<file path="config.mk">
export PLATFORM = sky130hd
export DESIGN_NAME = edge_irq_ctrl
export DESIGN_NICKNAME = d
export VERILOG_FILES = /design/src/rtl/eic_pkg.sv /design/src/rtl/eic_edge_sense.sv /design/src/rtl/eic_bank_regs.sv /design/src/rtl/edge_irq_ctrl.sv
export SDC_FILE = /design/constraint.sdc
export NUM_CORES = 1
export LEC_CHECK = 0
export CAP_MARGIN = 30
export CELL_PAD_IN_SITES_DETAIL_PLACEMENT = 1
export CELL_PAD_IN_SITES_GLOBAL_PLACEMENT = 1
export CORE_ASPECT_RATIO = 2
export CORE_MARGIN = 5
export CORE_UTILIZATION = 42
export CTS_CLUSTER_SIZE = 28
export DETAILED_ROUTE_END_ITERATION = 10
export GPL_ROUTABILITY_DRIVEN = 0
export GPL_TIMING_DRIVEN = 1
export PLACE_DENSITY = 0.82
export SLEW_MARGIN = 15
export SYNTH_ARGS = -nofsm -noshare
export SYNTH_HDL_FRONTEND = slang
export SYNTH_SLANG_ARGS = --single-unit
</file>
<file path="constraint.sdc">
create_clock -name clk -period 2.05 [get_ports clk]
set_input_delay 0.3075 -clock clk [delete_from_list [all_inputs] [get_ports clk]]
set_output_delay 0.3075 -clock clk [all_outputs]
set_load 0.01 [all_outputs]
</file>
<file path="src/rtl/eic_pkg.sv">
// Shared constants and types for the paged edge-detect interrupt controller.
// Assumes byte-wide registers and a fixed 16-offset register space.
package eic_pkg;
    localparam int BYTE_W    = 8;
    localparam int ALL_PORTS = 6;
    localparam int ADDR_W    = 4;

    typedef enum logic [1:0] {
        PG_NONE = 2'd0,
        PG_POL  = 2'd1,
        PG_ENA  = 2'd2,
        PG_FLAG = 2'd3
    } page_e;

    localparam logic [ADDR_W-1:0] OFF_SUMMARY = 4'h6;
    localparam logic [ADDR_W-1:0] OFF_PAGECTL = 4'h7;
    localparam logic [1:0]        WIN_UPPER   = 2'b10;
endpackage

</file>
<file path="src/rtl/eic_edge_sense.sv">
// Synchronises raw pin levels and flags rising and falling transitions.
// Assumes pins are asynchronous. The chain resets low, so a pin that is
// already high at reset shows one rising edge once reset is released.
module eic_edge_sense #(
    parameter int LINES  = 24,
    parameter int STAGES = 2
) (
    input  logic             clk,
    input  logic             rst_n,
    input  logic [LINES-1:0] pin_i,
    output logic [LINES-1:0] rise_o,
    output logic [LINES-1:0] fall_o
);
    logic [STAGES-1:0][LINES-1:0] chain_q;
    logic [LINES-1:0]             prev_q;
    logic [LINES-1:0]             level;

    generate
        if (STAGES == 1) begin : g_single
            // Single-flop capture of the pin levels.
            always_ff @(posedge clk) begin
                if (!rst_n) chain_q <= '0;
                else        chain_q <= pin_i;
            end
        end else begin : g_multi
            // Multi-flop shift chain for metastability settling.
            always_ff @(posedge clk) begin
                if (!rst_n) chain_q <= '0;
                else        chain_q <= {chain_q[STAGES-2:0], pin_i};
            end
        end
    endgenerate

    assign level = chain_q[STAGES-1];

    // Hold the settled level of the previous cycle for comparison.
    always_ff @(posedge clk) begin
        if (!rst_n) prev_q <= '0;
        else        prev_q <= level;
    end

    // Transition detection against the previous settled level.
    always_comb begin
        rise_o = level & ~prev_q;
        fall_o = ~level & prev_q;
    end
endmodule

</file>
<file path="src/rtl/eic_bank_regs.sv">
// Holds the page/lock register and the polarity, enable and event-flag
// banks, decodes the three-byte paged window and keeps the sticky flags.
// Assumes EDGE_PORTS is at most 3, the size of the window.
module eic_bank_regs
    import eic_pkg::*;
#(
    parameter int EDGE_PORTS = 3,
    localparam int LINES     = EDGE_PORTS * BYTE_W
) (
    input  logic                  clk,
    input  logic                  rst_n,
    input  logic                  wr_i,
    input  logic [ADDR_W-1:0]     addr_i,
    input  logic [BYTE_W-1:0]     wdata_i,
    input  logic [LINES-1:0]      rise_i,
    input  logic [LINES-1:0]      fall_i,
    output page_e                 page_o,
    output logic [ALL_PORTS-1:0]  lock_o,
    output logic [LINES-1:0]      pol_o,
    output logic [LINES-1:0]      en_o,
    output logic [LINES-1:0]      flag_o,
    output logic                  win_hit_o,
    output logic [1:0]            win_idx_o
);
    logic             ctl_wr;
    logic             bank_wr;
    logic [LINES-1:0] hit;
    logic [LINES-1:0] flag_nx;
    int               base;

    // Window decode: offsets 0x08 upward, one per edge-capable port.
    always_comb begin
        win_idx_o = addr_i[1:0];
        win_hit_o = (addr_i[3:2] == WIN_UPPER) && (int'(addr_i[1:0]) < EDGE_PORTS);
        base      = int'(addr_i[1:0]) * BYTE_W;
        ctl_wr    = wr_i && (addr_i == OFF_PAGECTL);
        bank_wr   = wr_i && win_hit_o;
    end

    // Page field and port lock bits.
    always_ff @(posedge clk) begin
        if (!rst_n) begin
            page_o <= PG_NONE;
            lock_o <= '0;
        end else if (ctl_wr) begin
            page_o <= page_e'(wdata_i[7:6]);
            lock_o <= wdata_i[ALL_PORTS-1:0];
        end
    end

    // Polarity bank, written through page 1.
    always_ff @(posedge clk) begin
        if (!rst_n)                          pol_o <= '0;
        else if (bank_wr && page_o == PG_POL) pol_o[base +: BYTE_W] <= wdata_i;
    end

    // Enable bank, written through page 2.
    always_ff @(posedge clk) begin
        if (!rst_n)                          en_o <= '0;
        else if (bank_wr && page_o == PG_ENA) en_o[base +: BYTE_W] <= wdata_i;
    end

    // Qualified events: enabled lines with an edge of the chosen direction.
    always_comb begin
        hit = en_o & ((pol_o & rise_i) | (~pol_o & fall_i));
    end

    // Next flag state: apply the clear mask first, then let new events win.
    always_comb begin
        flag_nx = flag_o;
        if (bank_wr && page_o == PG_FLAG)
            flag_nx[base +: BYTE_W] = flag_o[base +: BYTE_W] & wdata_i;
        flag_nx = flag_nx | hit;
    end

    // Sticky event flags.
    always_ff @(posedge clk) begin
        if (!rst_n) flag_o <= '0;
        else        flag_o <= flag_nx;
    end
endmodule

</file>
<file path="src/rtl/edge_irq_ctrl.sv">
// Top of the paged edge-detect interrupt controller: ties the synchroniser
// and the register banks together, forms the per-port summary, the
// interrupt line, the lock-gated port strobes and the read mux.
// Assumes a single-cycle write strobe and a combinational read.
module edge_irq_ctrl
    import eic_pkg::*;
#(
    parameter int EDGE_PORTS  = 3,
    parameter int SYNC_STAGES = 2,
    localparam int LINES      = EDGE_PORTS * BYTE_W
) (
    input  logic                  clk,
    input  logic                  rst_n,
    input  logic [ADDR_W-1:0]     bus_addr,
    input  logic                  bus_wr,
    input  logic [BYTE_W-1:0]     bus_wdata,
    output logic [BYTE_W-1:0]     bus_rdata,
    input  logic [LINES-1:0]      pin_lvl,
    output logic [ALL_PORTS-1:0]  port_wr_o,
    output logic [ALL_PORTS-1:0]  port_lock_o,
    output logic                  irq_o
);
    logic [LINES-1:0]      rise;
    logic [LINES-1:0]      fall;
    page_e                 page_q;
    logic [ALL_PORTS-1:0]  lock_q;
    logic [LINES-1:0]      pol_q;
    logic [LINES-1:0]      en_q;
    logic [LINES-1:0]      flag_q;
    logic                  win_hit;
    logic [1:0]            win_idx;
    logic [EDGE_PORTS-1:0] summary;
    int                    rbase;

    eic_edge_sense #(.LINES(LINES), .STAGES(SYNC_STAGES)) u_sense (
        .clk    (clk),
        .rst_n  (rst_n),
        .pin_i  (pin_lvl),
        .rise_o (rise),
        .fall_o (fall)
    );

    eic_bank_regs #(.EDGE_PORTS(EDGE_PORTS)) u_regs (
        .clk       (clk),
        .rst_n     (rst_n),
        .wr_i      (bus_wr),
        .addr_i    (bus_addr),
        .wdata_i   (bus_wdata),
        .rise_i    (rise),
        .fall_i    (fall),
        .page_o    (page_q),
        .lock_o    (lock_q),
        .pol_o     (pol_q),
        .en_o      (en_q),
        .flag_o    (flag_q),
        .win_hit_o (win_hit),
        .win_idx_o (win_idx)
    );

    generate
        for (genvar k = 0; k < EDGE_PORTS; k++) begin : g_sum
            // Port k is pending while any of its eight flags is set.
            assign summary[k] = |flag_q[k*BYTE_W +: BYTE_W];
        end
        for (genvar p = 0; p < ALL_PORTS; p++) begin : g_strobe
            // Port register write strobe, suppressed by its lock bit.
            assign port_wr_o[p] = bus_wr && (bus_addr == ADDR_W'(p)) && !lock_q[p];
        end
    endgenerate

    assign irq_o       = |flag_q;
    assign port_lock_o = lock_q;

    // Read mux: summary, page/lock, then the bank the page selects.
    always_comb begin
        bus_rdata = '0;
        rbase     = int'(win_idx) * BYTE_W;
        if (bus_addr == OFF_SUMMARY) begin
            bus_rdata = {{(BYTE_W-EDGE_PORTS){1'b0}}, summary};
        end else if (bus_addr == OFF_PAGECTL) begin
            bus_rdata = {page_q, lock_q};
        end else if (win_hit) begin
            case (page_q)
                PG_POL:  bus_rdata = pol_q[rbase +: BYTE_W];
                PG_ENA:  bus_rdata = en_q[rbase +: BYTE_W];
                PG_FLAG: bus_rdata = flag_q[rbase +: BYTE_W];
                default: bus_rdata = '0;
            endcase
        end
    end
endmodule

</file>
Yosys cells after proc, flatten, opt, wreduce, memory -nomap -nowiden:

Cells that the tools add are included.

* logic and storage cells: 75
* flip-flop bits (word level): 152
* output and inout bits: 21

* shift-type cells: 6
* reductions and logical operators: 29
* bitwise operators: 11
* mux-type cells: 8
* equality and inequality tests: 11
* add/subtract/negate cells: 1
* magnitude comparators: 1

Operator list (number)
* $and 24x24->24: 5
* $bwmux 24: 3
* $not 24->24: 3
* $shiftx 24x6->8: 3
* $shiftx 8x33->24: 2
* $or 24x24->24: 2
* $neg 5->33: 1
* $shift 8x33->24 const A: 1
* $mux 24: 1
* $mux 8: 3
* $pmux 8 s3: 1
* $reduce_or 24->1: 1
* $reduce_or 8->1: 3
* $logic_and 1x1->1: 18
* $eq 4x3->1 const B: 4
* $and 8x8->8: 1
* $eq 4x2->1 const B: 2
* $eq 2x2->1 const B: 3
* $logic_not 1->1: 6
* $eq 4x1->1 const B: 1
* $logic_not 4->1: 1
* $eq 2x1->1 const B: 1
* $lt 2x2->1 const B: 1

Longest topological paths before layout:

* word-level depth: 6
* depth in mapped cells: 9

By module:

Synthesis repeated with hierarchy kept, for this count alone.

* cell total of the unflattened synthesis: 766
* area, all modules: 6909.1 um^2

Modules (own cells, without submodules)
* eic_bank_regs: seq. area each 1601.5 um^2, instances 1, area an instance 3717.3 um^2, cells each 431
* eic_edge_sense: seq. area each 1441.4 um^2, instances 1, area an instance 2235.9 um^2, cells each 199
* edge_irq_ctrl: seq. area each 0.0 um^2, instances 1, area an instance 955.9 um^2, cells each 136

Worst setup path before layout:

No wires, ideal clock.

* path kind: flip-flop to output port
* start point: reg u_regs.page_o[0]
* end point: out bus_rdata[5]
* path buffers: 2
* setup slack: 0.052 ns
* stages on the path, launching flop included: 8
* data arrival time: 1.691 ns
* cell sequence: dfxtp_1 -> inv_1 -> ha_1 -> buf_2 -> buf_2 -> mux2_2 -> a221oi_1 -> o21ai_0

* longest elaborated chain between the ends: 5

RTL lines
* start, declared: RTL line eic_bank_regs.sv:17 `output page_e page_o,`
* start signal, assigned: RTL line eic_bank_regs.sv:46 `page_o <= page_e'(wdata_i[7:6]);`
* $eq 2x2->1 / $eq 2x1->1 (equally long branches): RTL line edge_irq_ctrl.sv:83 `case (page_q)`
* $pmux 8 s3 (*): RTL line edge_irq_ctrl.sv:83
* $mux 8 (*): RTL line edge_irq_ctrl.sv:82 `end else if (win_hit) begin`
* $mux 8 (*): RTL line edge_irq_ctrl.sv:80 `end else if (bus_addr == OFF_PAGECTL) begin`
* $mux 8 (*): RTL line edge_irq_ctrl.sv:78 `if (bus_addr == OFF_SUMMARY) begin`
* end, declared: RTL line edge_irq_ctrl.sv:17 `output logic [BYTE_W-1:0] bus_rdata,`

Mark *: on every way between the ends. The rest lies on a longest branch, timed or not.

Worst setup path in the final report:

* start point: reg u_regs.page_o[0]
* end point: out bus_rdata[6]

* longest elaborated chain between the ends: 5

RTL lines (RTL line)
* $eq 2x2->1 / $eq 2x1->1 (equally long branches): edge_irq_ctrl.sv:83
* $pmux 8 s3: edge_irq_ctrl.sv:83
* $mux 8: edge_irq_ctrl.sv:82
* $mux 8 (*): edge_irq_ctrl.sv:80
* $mux 8 (*): edge_irq_ctrl.sv:78

Marked as above.

==> key figures <==
Logic synthesis
  • Synth area leaders: dfxtp_1 45%, and2_1 6.7%, mux2i_1 5.7%, nand2_1 5.3%, a21oi_1 3.9%
  • Number of synthesized flops with an enable pin: 0
  • Library cells used by synthesis: 44
  • Seq/Total Area, Yosys: 45.5%
  • Mean Syn Cell Area: 8.73 um2
  • Top FF cell, synth: dfxtp_1
  • Synthesized net count: 814
  • YS warnings: 0
  • Post-synthesis register bit count: 152
  • Post-synth top area cell: dfxtp_1
  • Yosys top cell area share: 45.5%
  • Synthesized area: 6690 um2
  • Synth Instances: 766
  • Ys async rst share: 0%

Final layout
  • Share of cells above drive strength 1: 27.8%
  • Final Non-Filler Cells: 1,129
  • Final nets: 965
  • Design Area, Final: 9500 um2
  • Fillers: 1,741
  • Core Util, Final: 60.5%
  • Multi-input logic area: 3910 um2
  • Ant. Diodes: 0
  • Register area: 3060 um2
  • Area grow syn2layout: 42.0%

Die
  • Die ar.: 18,700 um2
  • Die X: 99.2 um
  • Initial core utilization: 42.6%
  • Core footprint: 15,700 um2
  • Die H: 188 um
  • I/O pins: 60
  • Rows: 65

Critical path
  • CP Max Fanout: 4
  • CP cell instances: inv_4, buf_4, ha_4, nand3b_1, buf_4, o22ai_2, a221oi_2, buf_4, o21ai_1, buf_2
  • Crit-path most repeated cell: buf_4
  • Slowest stage delay, CP: 0.35 ns
  • CP Data Arrival Time: 2.49 ns
  • Worst setup path class: reg2out
  • Critical path endpoint category: output port
  • Worst setup SP type: flip-flop
  • Worst path slowest cell: dfxtp_2
  • Req. time, crit path: 1.74 ns

Timing
  • Final Setup Violations: 21
  • Worst setup margin: -0.744 ns
  • Final Hold Vio Count: 0
  • Maximum clock rate: 358 MHz
  • RSZ-0062 raised after global routing: yes
  • Max transition margin: 43.7%
  • Final hold slack: 0.434 ns
  • Clk_skew: 0.0118 ns
  • Slew Limit Fails: 0
  • Least-Margin Pin Slew: 0.835 ns
  • Post-route clock period utilization: 136%
  • Minimum clock period: 2.79 ns

GRT
  • GRT Total Usage: 34.5%
  • Initial antenna violation count: 1
  • Total congestion overflow: 0
  • First-pass GRT wire length: 47.6 mm
  • Vias in the first global route: 7,584
  • Largest net degree at the start of global routing: 54

Clocking
  • Worst skew pair latency: 0.45 ns
  • Clk sinks: 152
  • Hold Buf Count CTS: 0
  • Root buf cell: clkbuf_16
  • Num CTS Buffers: 17
  • Max Root-Sink Buffers: 2
  • H-tree depth: 4
  • CTS tree: done
  • Clock-pin slew on the worst setup and hold paths: 0.06 ns

Place
  • DP Area: 8070 um2
  • PortBufs: 59
  • Placed Instances: 1,073
  • Detailed placer's ending HPWL: 17.4 mm
  • Pre-CTS setup slack: -0.933 ns

Drt
  • Remaining DRCs: 0
  • DRT antenna net count: 0
  • DR iter-0 viols: 918
  • Via density: 6.53
  • DR WL/cell: 30.9 um
  • Routed vias: 7,371
  • 1st-pass router iterations: 8
  • Drt total wl: 34.9 mm

Power
  • Static Leak: 0.00368 uW
  • Max VDD drop: 0.000660 V
  • Power Density: 727 nW/um2

Outcome
  • Status: complete, but fails checks
  • Failing checks: setup timing

Min path
  • Hold Crit Class: reg2reg

Run
  • Max-Cap Viols: 0
cell usage in the layout, fill, tap and decap left out, types with 6 or more instances in the layout:
master           instances
dfxtp_2                 10
o22ai_1                  9
nand3_1                 52
buf_4                  102
o21ai_1                  7
and2_1                  72
nand2b_1                 8
nor2_1                  39
o21ai_0                 24
inv_1                    8
buf_12                   9
o2bb2ai_1                7
buf_6                    9
nand2_1                 94
buf_2                   10
clkdlybuf4s50_1         39
mux2i_4                  9
clkbuf_16               17
a21oi_1                 51
mux2i_1                 26
nor2_4                   6
mux2_4                   6
nor3b_1                 16
a31oi_1                 10
and3_1                  20
dfxtp_1                141
worst paths after layout:
| path | cells after the start | slack (ns) | end | from |
|---|---|---|---|---|
| hold reg to reg | 1 | 0.43 | u_sense.level[1]$_SDFF_PN0_ | u_sense.chain_q[1]$_SDFF_PN0_ |
| setup / recovery | 10 | -0.74 | bus_rdata[6] | u_regs.page_o[0]$_SDFFE_PN0P_ |
| hold / removal | 1 | 0.43 | u_sense.level[1]$_SDFF_PN0_ | u_sense.chain_q[1]$_SDFF_PN0_ |
| setup reg to reg | 9 | -0.13 | u_regs.flag_o[23]$_SDFF_PN0_ | u_regs.page_o[0]$_SDFFE_PN0P_ |
state kept, by name, summed over array words and instances, names as in the netlist:
signal and flops:
u_sense.level 24, u_regs.en_o 24, u_regs.lock_o 6, u_regs.page_o 2, u_sense.prev_q 24, u_regs.flag_o 24, u_sense.chain_q 24, u_regs.pol_o 24
what timing repair did:
item,in CTS,in global routing
gates resized for setup,146,46
endpoints found under the setup margin,71,34
pin swaps,27,21
buffers inserted,15,14
gates cloned,1,0
kinds of logic (layout without fill, tap and decap cells):
family,count (synthesis),in the layout,share of synthesized area (%)
AO/OA/AOI/OAI,147,147,13.3
adder cells (fa/ha/maj),9,9,1.68
buffers and inverters,60,222,4.06
flip-flops,152,152,45.5
multiplexers,48,48,7.37
AND/OR/NAND/NOR,350,350,28.1
worst max-delay path, delay by kind of cell, from the launching register on:
kind / cells / cell delay (ns)
buffers and inverters: 5 / 0.77
adder cells (fa/ha/maj): 1 / 0.29
AO/OA/AOI/OAI: 3 / 0.43
AND/OR/NAND/NOR: 1 / 0.19
flip-flops: 1 / 0.35
Yosys cell counts (2+ instances only):
| cell | number |
|---|---|
| a21boi_0 | 5 |
| o22ai_1 | 14 |
| nand2b_1 | 8 |
| o21a_1 | 5 |
| nor4_1 | 6 |
| nor3_1 | 2 |
| nor3b_1 | 20 |
| and3_1 | 23 |
| or3_1 | 2 |
| a221oi_1 | 4 |
| a21oi_1 | 52 |
| clkbuf_1 | 30 |
| o21ai_1 | 5 |
| nand4_1 | 4 |
| dfxtp_1 | 152 |
| a31oi_1 | 14 |
| ha_1 | 9 |
| nand4b_1 | 5 |
| o21ai_0 | 30 |
| a32o_1 | 5 |
| mux2i_1 | 38 |
| nor2b_1 | 5 |
| or2_0 | 2 |
| mux2_2 | 10 |
| buf_2 | 16 |
| nand3b_1 | 3 |
| and2_1 | 72 |
| nand2_1 | 95 |
| buf_4 | 2 |
| nand3_4 | 3 |
| nor2_1 | 45 |
| inv_1 | 9 |
| o2bb2ai_1 | 9 |
| nand3_1 | 52 |
through the flow:
stage	total power, uW	setup TNS [ns]
floorplan	3310	0
global placement	3520	-36.21
CTS	6800	-3.40
detailed placement	3540	-42.40
finish	6900	-6.08
global route	7060	-6.23
routing by layer:
layer  vias up  part of all wire (%)  wire, um  GRT usage (%)
met5         -                 0.031        11              0
met4         2                    10      3550           27.2
met3       254                   9.0      3130           8.63
met2       557                    49     17000           58.7
met1      3580                    32     11200           35.1
li1       2978                     -         -              -
where the power goes:
| group | switching, uW | total, uW | internal [uW] |
|---|---|---|---|
| Sequential | 32.5 | 3040 | 3010 |
| Combinational | 308 | 529 | 221 |
| Clock | 1300 | 3330 | 2030 |
| Total | 1640 | 6900 | 5260 |
cell type report:
class,count,share of cell area (%)
Multi-Input combinational cell,554,41.2
Sequential cell,152,32.2
Timing Repair Buffer,182,17.2
Clock buffer,23,5.14
Tap cell,201,2.65
Clock inverter,7,1.23
Inverter,10,0.422
(Power assumes the default switching activity.)
